<file path="config.mk">
export PLATFORM = sky130hd
export DESIGN_NAME = sample_buf_writer
export DESIGN_NICKNAME = d
export VERILOG_FILES = /design/src/rtl/sbw_pkg.sv /design/src/rtl/sbw_dpath.sv /design/src/rtl/sbw_ctrl.sv /design/src/rtl/sample_buf_writer.sv
export SDC_FILE = /design/constraint.sdc
export NUM_CORES = 1
export LEC_CHECK = 0
export BUFFER_PORTS_ARGS = -buffer_cell sky130_fd_sc_hd__buf_4
export CAP_MARGIN = 20
export CELL_PAD_IN_SITES_DETAIL_PLACEMENT = 2
export CELL_PAD_IN_SITES_GLOBAL_PLACEMENT = 2
export CORE_UTILIZATION = 30
export DETAILED_ROUTE_END_ITERATION = 10
export PLACE_DENSITY_LB_ADDON = 0.15
export SLEW_MARGIN = 10
export SYNTH_ARGS = -nofsm -noshare
export SYNTH_HDL_FRONTEND = slang
export SYNTH_SLANG_ARGS = --single-unit
</file>
<file path="constraint.sdc">
create_clock -name clk -period 4 [get_ports clk]
set_input_delay 0.2 -clock clk [delete_from_list [all_inputs] [get_ports clk]]
set_output_delay 0.2 -clock clk [all_outputs]
set_load 0.02 [all_outputs]
</file>
<file path="src/rtl/sbw_pkg.sv">
package sbw_pkg;
  typedef struct packed {
    logic load;
    logic accept;
  } sbwStrobes_t;

  typedef enum logic {
    ST_IDLE = 1'b0,
    ST_RUN  = 1'b1
  } sbwState_t;
endpackage

</file>
<file path="src/rtl/sbw_dpath.sv">
module sbw_dpath
  import sbw_pkg::*;
#(
  parameter int MEM_BYTES   = 32'h100000,
  parameter int BUF_BYTES   = 32'h20000,
  parameter int FRAME_WORDS = 8,
  parameter int BLK_W       = 16
) (
  input  logic             clk,
  input  logic             rstN,
  input  sbwStrobes_t      str,
  input  logic [31:0]      cfgBase,
  input  logic [BLK_W-1:0] cfgBlocks,
  output logic [31:0]      memAddr,
  output logic             lastWord,
  output logic             lastBlock
);
  localparam int OFF_W       = $clog2(MEM_BYTES);
  localparam int FRAME_BYTES = FRAME_WORDS * 4;
  localparam int LEFT_W      = $clog2(BUF_BYTES) + 1;
  localparam int WC_W        = (FRAME_WORDS > 1) ? $clog2(FRAME_WORDS) : 1;
  localparam logic [OFF_W-1:0]  STEP     = OFF_W'(4);
  localparam logic [LEFT_W-1:0] BUF_FULL = LEFT_W'(BUF_BYTES);
  localparam logic [LEFT_W-1:0] FR_B     = LEFT_W'(FRAME_BYTES);
  localparam logic [WC_W-1:0]   WC_LAST  = WC_W'(FRAME_WORDS - 1);

  logic [31:0]       baseQ;
  logic [OFF_W-1:0]  byteOff;
  logic [WC_W-1:0]   wordCnt;
  logic [LEFT_W-1:0] bufLeft;
  logic [BLK_W-1:0]  blocksLeft;
  logic              frameEnd;

  assign frameEnd  = (wordCnt == WC_LAST);
  assign lastWord  = frameEnd && (bufLeft == FR_B);
  assign lastBlock = (blocksLeft == BLK_W'(1));
  assign memAddr   = baseQ + 32'(byteOff);

  always_ff @(posedge clk) begin
    if (!rstN) begin
      baseQ      <= '0;
      byteOff    <= '0;
      wordCnt    <= '0;
      bufLeft    <= BUF_FULL;
      blocksLeft <= '0;
    end else if (str.load) begin
      baseQ      <= cfgBase;
      byteOff    <= '0;
      wordCnt    <= '0;
      bufLeft    <= BUF_FULL;
      blocksLeft <= cfgBlocks;
    end else if (str.accept) begin
      byteOff <= byteOff + STEP;
      wordCnt <= frameEnd ? '0 : wordCnt + WC_W'(1);
      if (frameEnd) begin
        if (bufLeft == FR_B) begin
          bufLeft    <= BUF_FULL;
          blocksLeft <= blocksLeft - BLK_W'(1);
        end else begin
          bufLeft <= bufLeft - FR_B;
        end
      end
    end
  end

  a_r3_offset_step: assert property (@(posedge clk) disable iff (!rstN)
    (str.accept && !str.load) |=> byteOff == $past(byteOff) + STEP);
  a_r4_left_range: assert property (@(posedge clk) disable iff (!rstN)
    (bufLeft != '0) && (bufLeft <= BUF_FULL));
  a_r9_load_clears: assert property (@(posedge clk) disable iff (!rstN)
    str.load |=> (byteOff == '0) && (wordCnt == '0) && (bufLeft == BUF_FULL));
endmodule

</file>
<file path="src/rtl/sbw_ctrl.sv">
module sbw_ctrl
  import sbw_pkg::*;
#(
  parameter int MEM_BYTES = 32'h100000,
  parameter int BLK_W     = 16
) (
  input  logic             clk,
  input  logic             rstN,
  input  logic             start,
  input  logic [31:0]      cfgSize,
  input  logic [BLK_W-1:0] cfgBlocks,
  input  logic             sampleValid,
  input  logic             lastWord,
  input  logic             lastBlock,
  output sbwStrobes_t      str,
  output logic             bufEvent,
  output logic             running,
  output logic             finished,
  output logic             sizeFault
);
  sbwState_t state;

  assign running    = (state == ST_RUN);
  assign str.load   = start;
  assign str.accept = running && sampleValid && !start;

  always_ff @(posedge clk) begin
    if (!rstN) begin
      state     <= ST_IDLE;
      bufEvent  <= 1'b0;
      finished  <= 1'b0;
      sizeFault <= 1'b0;
    end else begin
      bufEvent <= 1'b0;
      if (start) begin
        if (cfgSize != 32'(MEM_BYTES)) begin
          sizeFault <= 1'b1;
          finished  <= 1'b0;
          state     <= ST_IDLE;
        end else begin
          sizeFault <= 1'b0;
          finished  <= (cfgBlocks == '0);
          state     <= (cfgBlocks == '0) ? ST_IDLE : ST_RUN;
        end
      end else if (str.accept && lastWord) begin
        bufEvent <= 1'b1;
        if (lastBlock) begin
          state    <= ST_IDLE;
          finished <= 1'b1;
        end
      end
    end
  end

  a_r4_event_single: assert property (@(posedge clk) disable iff (!rstN)
    bufEvent |=> !bufEvent);
  a_r4_event_cause: assert property (@(posedge clk) disable iff (!rstN)
    $rose(bufEvent) |-> $past(str.accept));
  a_r1_fault_idle: assert property (@(posedge clk) disable iff (!rstN)
    sizeFault |-> !running);
  a_r7_finish_idle: assert property (@(posedge clk) disable iff (!rstN)
    finished |-> !running);
endmodule

</file>
<file path="src/rtl/sample_buf_writer.sv">
module sample_buf_writer
  import sbw_pkg::*;
#(
  parameter int MEM_BYTES   = 32'h100000,
  parameter int BUF_BYTES   = 32'h20000,
  parameter int FRAME_WORDS = 8,
  parameter int BLK_W       = 16
) (
  input  logic             clk,
  input  logic             rstN,
  input  logic             start,
  input  logic [31:0]      cfgBase,
  input  logic [31:0]      cfgSize,
  input  logic [BLK_W-1:0] cfgBlocks,
  input  logic             sampleValid,
  input  logic [31:0]      sampleData,
  output logic             memWe,
  output logic [31:0]      memAddr,
  output logic [31:0]      memData,
  output logic             bufEvent,
  output logic             running,
  output logic             finished,
  output logic             sizeFault
);
  sbwStrobes_t str;
  logic lastWord;
  logic lastBlock;

  sbw_ctrl #(.MEM_BYTES(MEM_BYTES), .BLK_W(BLK_W)) u_ctrl (
    .clk(clk), .rstN(rstN), .start(start), .cfgSize(cfgSize),
    .cfgBlocks(cfgBlocks), .sampleValid(sampleValid), .lastWord(lastWord),
    .lastBlock(lastBlock), .str(str), .bufEvent(bufEvent),
    .running(running), .finished(finished), .sizeFault(sizeFault)
  );

  sbw_dpath #(.MEM_BYTES(MEM_BYTES), .BUF_BYTES(BUF_BYTES),
              .FRAME_WORDS(FRAME_WORDS), .BLK_W(BLK_W)) u_dpath (
    .clk(clk), .rstN(rstN), .str(str), .cfgBase(cfgBase),
    .cfgBlocks(cfgBlocks), .memAddr(memAddr), .lastWord(lastWord),
    .lastBlock(lastBlock)
  );

  assign memWe   = str.accept;
  assign memData = sampleData;
endmodule

</file>
[Word level (Yosys, flattened, before mapping)]
Index checks and enable logic that the tools add are counted.
Storage, ports and cells
  bits in registers: 93
  input bits: 116
  output and inout bits: 69
  word-level logic and storage cells: 51
Cells by class
  add/subtract/negate cells: 5
  equal/unequal tests: 4
  multiplexer cells: 17
  bitwise operators: 1
  reductions and logical operators: 15
Operators with widths (count)
  $mux 16: 4
  $add 32x20->32: 1
  $ne 32x21->1 const B: 1
  $add 20x3->20 const B: 1
  $eq 18x6->1 const B: 1
  $mux 18: 1
  $sub 18x6->18 const B: 1
  $eq 16x1->1 const B: 1
  $logic_not 16->1: 1
  $sub 16x1->16 const B: 1
  $mux 1: 11
  $reduce_bool 2->1: 5
  $logic_and 1x1->1: 4
  $reduce_and 2->1: 2
  $add 3x1->3 const B: 1
  $eq 3x3->1 const B: 1
  $mux 3: 1
  $reduce_and 3->1: 1
  $reduce_or 2->1: 1
  $logic_not 1->1: 1
  $not 1->1: 1

[Depth between registers and ports, before layout]
Gate-level depths: netlist of run 1.
  depth after elaboration: 5
  depth in mapped cells: 10
  mapped depth without buffers: 9

[By module]
Synthesis of run 1 repeated with hierarchy kept, for this count alone.
Unflattened totals
  cells, all modules: 646
  area total of the unflattened synthesis: 5381.4 um^2
By module, submodules not included
  sbw_dpath: instances 1, cells each 582, area each 4874.7 um^2
  sbw_ctrl: instances 1, cells each 32, area each 266.5 um^2
  sample_buf_writer: instances 1, cells each 32, area each 240.2 um^2

[Worst setup path after synthesis of run 1]
No wires, ideal clock.
  path kind: register to output
  start: register u_dpath.byteOff[2]
  end: output memAddr[22]
  data arrival time: 2464 ps
  required time: 3800 ps
  path slack: 1336 ps
  stages on the path, launching flop included: 10
  cell sequence: dfxtp_1 -> ha_1 -> inv_1 -> fa_1 -> nand2b_1 -> a211oi_1 -> o21ai_0 -> a31o_2 -> clkbuf_1 -> o31ai_1
Between the ends
  cells in the longest elaborated chain, start to end: 1
RTL lines
  start, declared: line sbw_dpath.sv:28  | logic [OFF_W-1:0] byteOff;
  start signal, assigned: line sbw_dpath.sv:53  | byteOff <= byteOff + STEP;
  $add 32x20->32: line sbw_dpath.sv:37  | assign memAddr = baseQ + 32'(byteOff);
  end, declared: line sample_buf_writer.sv:18  | output logic [31:0] memAddr,
Every way passes these cells.

[Final worst setup path of run 1]
  start: register u_dpath.byteOff[2]
  end: output memAddr[26]
The elaborated chain is that of the path after synthesis.

==> impl_metrics.env, run 1 <==
export IMPL_outcome="complete, no violations"
export IMPL_register_area_mm2=0.00172
export IMPL_synth_area_mm2=0.00518
export IMPL_maxCapViolCount=0
export IMPL_drtIter0Drc=119
export IMPL_overflow=0
export IMPL_syn_num_nets=775
export IMPL_gp_congestion=0.775
export IMPL_area_delta_synth_final_pct=22.0
export IMPL_grt_pass1_wl_um=26300
export IMPL_cts_clk_slew_worst_paths_ns=0.07
export IMPL_cpLargestDelayFamily="compound AO/OA/AOI/OAI gates"
export IMPL_tns_ns=0
export IMPL_cts_tree="built"
export IMPL_crit_type="reg -> out"
export IMPL_core_mm2=0.0167
export IMPL_dp_cells=916
export IMPL_reg2reg_depth=6
export IMPL_viasPerCell=5.13
export IMPL_p_leak_nw=2.69
export IMPL_crit_chain="ha_1, inv_1, fa_1, nand2b_1, a211oi_1, o21ai_0, a31o_2, nor3_1, xnor2_1, buf_4"
export IMPL_ctsResizeCount=0
export IMPL_route_detailed_wl_per_inst_um=17.3
export IMPL_rsz0062_at_grt="no"
export IMPL_hold_path_class="in -> reg"
export IMPL_synth_area_leader_cell="dfxtp_1"
export IMPL_clockBufferDepth=2
export IMPL_final_hold_viol_count=0
export IMPL_slew_violations=0
export IMPL_cp_end_kind="output port"
export IMPL_r2r_end="u_dpath.blocksLeft[1]$_SDFFE_PN0P_"
export IMPL_power_density_mw_per_mm2=327
export IMPL_fin_area_mm2=0.00632
export IMPL_yosysTopAreaCellShare_pct=33.3
export IMPL_fillers=1918
export IMPL_antenna_left=0
export IMPL_antenna_found_initial=0
export IMPL_drtPass1Iterations=4
export IMPL_place_hpwl_um=12300
export IMPL_fp_dieH_um=133
export IMPL_drive_gt1_share_pct=21.3
export IMPL_slew_limit_headroom_pct=33.4
export IMPL_io_buffers=120
export IMPL_crit_path_start="u_dpath.byteOff[2]$_SDFFE_PP0P_"
export IMPL_design_die_area_mm2=0.0178
export IMPL_fin_cells=933
export IMPL_cp_num_buf_inv=2
export IMPL_yosys_register_bits=86
export IMPL_fin_skew_ns=0.0111
export IMPL_worst_skew_pair_late_latency_ns=0.35
export IMPL_ios=185
export IMPL_critical_path_arrival_ns=3.04
export IMPL_fmax_mhz=308
export IMPL_crit_fanout=8
export IMPL_vdd_ir_drop_worst_mv=0.203
export IMPL_fin_crit_sh_pct=81.1
export IMPL_dpl_cell_area_mm2=0.00601
export IMPL_drc=0
export IMPL_cts_sink_count=86
export IMPL_grt_max_degree=63
export IMPL_row_count=47
export IMPL_ctsRootBufferMaster="clkbuf_16"
export IMPL_netlist_top_cells_area="dfxtp_1, nor2_1, mux2i_1"
export IMPL_startpoint_type="flip-flop"
export IMPL_totalWireLength_um=16200
export IMPL_dieWidth_um=133
export IMPL_cts_setup_buffers=0
export IMPL_reg2reg_from="u_dpath.bufLeft[8]$_SDFFE_PP0P_"
export IMPL_diodes=0
export IMPL_yosysUniqueCellTypes=56
export IMPL_grt_pass1_vias=5141
export IMPL_seq_area_frac_synth_pct=33.3
export IMPL_finalSetupViolCount=0
export IMPL_yosysWarnings=0
export IMPL_slowest_delay_ns=0.41
export IMPL_min_period_ns=3.24
export IMPL_worst_slew_pin_slew_ns=0.996
export IMPL_async_flop_share_pct=0
export IMPL_r2r_slack_ns=1.21
export IMPL_hold_buffers=0
export IMPL_initial_core_util_pct=31.0
export IMPL_htree_levels=3
export IMPL_cp_depth=10
export IMPL_crit_required_ns=3.80
export IMPL_cp_endpoint="memAddr[26]"
export IMPL_synth_edf_count=0
export IMPL_final_net_count=849
export IMPL_syn_avg_cell_area_um2=8.16
export IMPL_cp_slowest_cell="dfxtp_1"
export IMPL_cts_buffers=9
export IMPL_multiInputGateArea_mm2=0.00303
export IMPL_via_count=4790
export IMPL_grt_use_total_pct=18.5
export IMPL_synthCells=634
export IMPL_synth_ff_type="dfxtp_1"
==> cell usage in the layout (no fill, tap or decap), drive strengths merged, types with 19 or more instances in the layout <==
cell,synthesis,layout
nor3,19,19
ha,24,24
xnor2,24,24
mux2i,32,32
buf,38,123
dfxtp,86,86
xor2,28,28
nor2,98,98
inv,16,19
o21ai,26,26
a21oi,36,36
nand2,41,41
==> per-stage QoR <==
step	total power [W]	utilization, %	hold slack, ns	worst slack [ns]
global placement	0.00121	36.0	0.400	1.10
floorplan	0.00112	-	0.316	1.34
finish	0.00207	37.8	0.0934	0.758
detailed placement	0.00122	36.0	0.400	0.989
CTS	0.00211	37.8	0.0797	0.587
global route	0.00217	37.8	0.0826	0.537
==> per-layer routing <==
metal | up-vias | wire, µm | global-route usage [%]
li1 | 2343 | - | -
met1 | 2363 | 7110 | 21.4
met2 | 65 | 8380 | 34.3
met3 | 19 | 512 | 4.53
met4 | 0 | 160 | 3.98
met5 | - | 0 | 0
==> power breakdown <==
part,switching (W),internal (W),total [W]
clock,0.000383,0.000493,0.000876
sequential,0.0000271,0.000885,0.000912
combinational,0.000144,0.000136,0.000280
==> flip-flops by register name, indices dropped and copies added, names as in the netlist <==
register and flops:
u_dpath.blocksLeft 16, u_dpath.wordCnt 3, u_dpath.baseQ 32, u_ctrl.running 1, u_ctrl.bufEvent 1, u_ctrl.sizeFault 1
u_dpath.bufLeft 13, u_dpath.byteOff 18, u_ctrl.finished 1
==> cell usage after synthesis, drive strengths merged (8+ instances only) <==
library cell and number:
ha 24, mux2i 32, or3 11, dfxtp 86
buf 38, nor2 98, inv 16, xnor2 24
o21ai 26, xor2 28, nand2b 8, a21oi 36
nor4 17, nand3 15, nor3 19, o211ai 9
nand2 41, nand4 10, clkbuf 22
==> worst register-to-register path: cells and delay by family (launching register included) <==
kind             cells  cell delay (ns)
AO/OA/AOI/OAI        1             0.38
flip-flops           1             0.36
AND/OR/NAND/NOR      5             1.92
==> area by class of cell <==
| class | instances | share of cell area (%) |
|---|---|---|
| multi-input combinational | 472 | 48.0 |
| sequential | 86 | 27.3 |
| timing repair buffer | 123 | 14.6 |
| tap | 220 | 4.36 |
| clock buffer | 9 | 3.57 |
| clock inverter | 7 | 1.29 |
| inverter | 16 | 0.951 |
==> how the worst min path moves through the flow <==
| stage | cells after the start | from | slack (ns) | endpoint |
|---|---|---|---|---|
| 3_3_place_gp | 0 | sampleData[15] | 0.40 | memData[15] |
| 5_1_grt | 3 | cfgBase[0] | 0.08 | u_dpath.baseQ[0]$_SDFFE_PN0P_ |
| 3_5_place_dp | 0 | sampleData[15] | 0.40 | memData[15] |
| 2_1_floorplan | 2 | rstN | 0.32 | u_dpath.blocksLeft[6]$_SDFFE_PN0P_ |
| 6_report | 3 | cfgBase[6] | 0.09 | u_dpath.baseQ[6]$_SDFFE_PN0P_ |
| 4_1_cts | 3 | cfgBase[10] | 0.08 | u_dpath.baseQ[10]$_SDFFE_PN0P_ |
==> cell families after synthesis <==
kind of cell,Yosys count,share of synthesized area [%]
simple gates,252,24.1
xor+xnor,52,8.80
mux,32,6.19
compound gates,111,13.3
flops,86,33.3
buf+inv,76,8.15
fa+ha+maj,25,6.19
(Power assumes the default switching activity.)
==> run 2, diff against run 1 <==
- CORE_UTILIZATION: 30 -> 28
- clock period: 4 -> 3.3 ns (I/O delays scaled with it)
==> impl_metrics.env, run 2 (synthesis results as in run 1) <==
export IMPL_crit_type="reg -> out"
export IMPL_top_register="u_dpath.baseQ"
export IMPL_overflow=0
export IMPL_gp_congestion=0.772
export IMPL_dieWidth_um=138
export IMPL_via_count=4802
export IMPL_drtIter0Drc=115
export IMPL_final_hold_viol_count=0
export IMPL_crit_path_start="u_dpath.byteOff[8]$_SDFFE_PP0P_"
export IMPL_cts_clk_slew_worst_paths_ns=0.07
export IMPL_final_cell_mix="buf_4, nor2_1, dfxtp_1"
export IMPL_rsz0062_at_grt="no"
export IMPL_place_hpwl_um=12600
export IMPL_critical_path_arrival_ns=2.94
export IMPL_drive_gt1_share_pct=21.8
export IMPL_cp_end_kind="output port"
export IMPL_initial_core_util_pct=28.7
export IMPL_grt_max_degree=49
export IMPL_maxCapViolCount=0
export IMPL_diodes=0
export IMPL_crit_required_ns=3.13
export IMPL_crit_chain="ha_1, a21oi_1, o211ai_1, a21boi_0, o31ai_4, a21o_1, a22o_1, buf_4"
export IMPL_crit_fanout=8
export IMPL_slew_limit_headroom_pct=36.5
export IMPL_core_mm2=0.0180
export IMPL_worst_skew_pair_late_latency_ns=0.35
export IMPL_top_layer_used="met4"
export IMPL_worst_slew_pin_slew_ns=0.949
export IMPL_drc=0
export IMPL_cp_endpoint="memAddr[31]"
export IMPL_cts_tree="built"
export IMPL_grt_pass1_wl_um=26100
export IMPL_fin_crit_sh_pct=93.9
export IMPL_slowest_delay_ns=0.58
export IMPL_cp_num_buf_inv=1
export IMPL_startpoint_type="flip-flop"
export IMPL_fmax_mhz=323
export IMPL_hold_path_class="in -> reg"
export IMPL_p_leak_nw=2.73
export IMPL_finalSetupViolCount=0
export IMPL_antenna_found_initial=0
export IMPL_htree_levels=3
export IMPL_dpl_cell_area_mm2=0.00604
export IMPL_drtPass1Iterations=4
export IMPL_met2_wirelength_um=8610
export IMPL_io_buffers=120
export IMPL_largest_reg_flops=32
export IMPL_utilization_pct=35.6
export IMPL_worst_slack_ns=0.200
export IMPL_vdd_ir_drop_worst_mv=0.248
export IMPL_final_net_count=851
export IMPL_tns_ns=0
export IMPL_fillers=2062
export IMPL_outcome="complete, no violations"
export IMPL_ios=185
export IMPL_wl_met1_um=7050
export IMPL_cp_slowest_cell="a21boi_0"
export IMPL_final_common_cell="buf_4"
export IMPL_ctsRootBufferMaster="clkbuf_16"
export IMPL_cts_buffers=9
export IMPL_antenna_left=0
export IMPL_fin_skew_ns=0.00832
export IMPL_grt_use_total_pct=17.8
export IMPL_reg2reg_depth=6
export IMPL_reg_top3="u_dpath.baseQ: 32 flops, u_dpath.byteOff: 18 flops, u_dpath.blocksLeft: 16 flops"
export IMPL_hold_path_depth=3
export IMPL_fin_area_mm2=0.00641
export IMPL_hold_buffers=0
export IMPL_cts_sink_count=86
export IMPL_r2r_slack_ns=0.59
export IMPL_design_die_area_mm2=0.0190
export IMPL_area_delta_synth_final_pct=23.8
export IMPL_totalWireLength_um=16400
export IMPL_cp_depth=8
export IMPL_met3RoutedLength_um=556
export IMPL_route_detailed_wl_per_inst_um=17.4
export IMPL_min_period_ns=3.10
export IMPL_grt_pass1_vias=5152
export IMPL_slew_violations=0
export IMPL_r2r_end="u_dpath.blocksLeft[10]$_SDFFE_PN0P_"
export IMPL_clockBufferDepth=2
export IMPL_power_density_mw_per_mm2=411
export IMPL_fp_dieH_um=138
export IMPL_dp_slack_ns=0.232
export IMPL_cpLargestDelayFamily="compound AO/OA/AOI/OAI gates"
export IMPL_viasPerCell=5.09
export IMPL_reg2reg_from="u_dpath.bufLeft[8]$_SDFFE_PP0P_"
export IMPL_row_count=49
## run 2: repair_timing
action | 4_1_cts | 5_1_grt
buffers inserted | 0 | 1
setup endpoints to repair | 8 | 7
pin swaps | 0 | 1
cloned | 0 | 0
resized for setup | 2 | 1
## run 2: worst min path at each step
stage | from | end | slack [ns]
after detailed placement | sampleData[18] | memData[18] | 0.33
final | cfgBase[31] | u_dpath.baseQ[31]$_SDFFE_PN0P_ | 0.05
after CTS | cfgBase[31] | u_dpath.baseQ[31]$_SDFFE_PN0P_ | 0.04
after floorplan | rstN | u_dpath.blocksLeft[6]$_SDFFE_PN0P_ | 0.28
after global placement | sampleData[18] | memData[18] | 0.33
after global routing | cfgBase[14] | u_dpath.baseQ[14]$_SDFFE_PN0P_ | 0.05
## run 2: final cells by class
class,instances,area [µm²],share of cell area [%]
multi-input cells,472,3050,47.6
flip-flops and latches,86,1720,26.9
repair buffers,125,951,14.8
well taps,229,287,4.47
clock buffers,9,225,3.51
clock inverters,7,113,1.76
inverters,16,60.1,0.937
## run 2: worst min-delay path: cells and delay by family
| family | cells | cell delay [ns] |
|---|---|---|
| simple gates | 1 | 0.07 |
| buf+inv | 1 | 0.08 |
| mux | 1 | 0.05 |
## run 2: routing by layer
layer	track usage, %	vias to the layer above
met5	0	-
met2	33.1	77
met1	20.4	2351
li1	-	2357
met3	3.14	17
met4	5.19	0
## run 2: metrics by stage
stage,std cells,power [W],hold slack (ns)
detailed placement,927,0.00148,0.330
global placement,927,0.00146,0.330
finish,944,0.00263,0.0521
CTS,943,0.00268,0.0423
floorplan,634,0.00136,0.281
global route,944,0.00275,0.0499
## run 2: where the power goes
group	leakage, nW	internal (W)	switching [W]
clock	0.165	0.000736	0.000447
combinational	1.86	0.000167	0.000177
sequential	0.703	0.00107	0.0000326
total	2.73	0.00198	0.000657
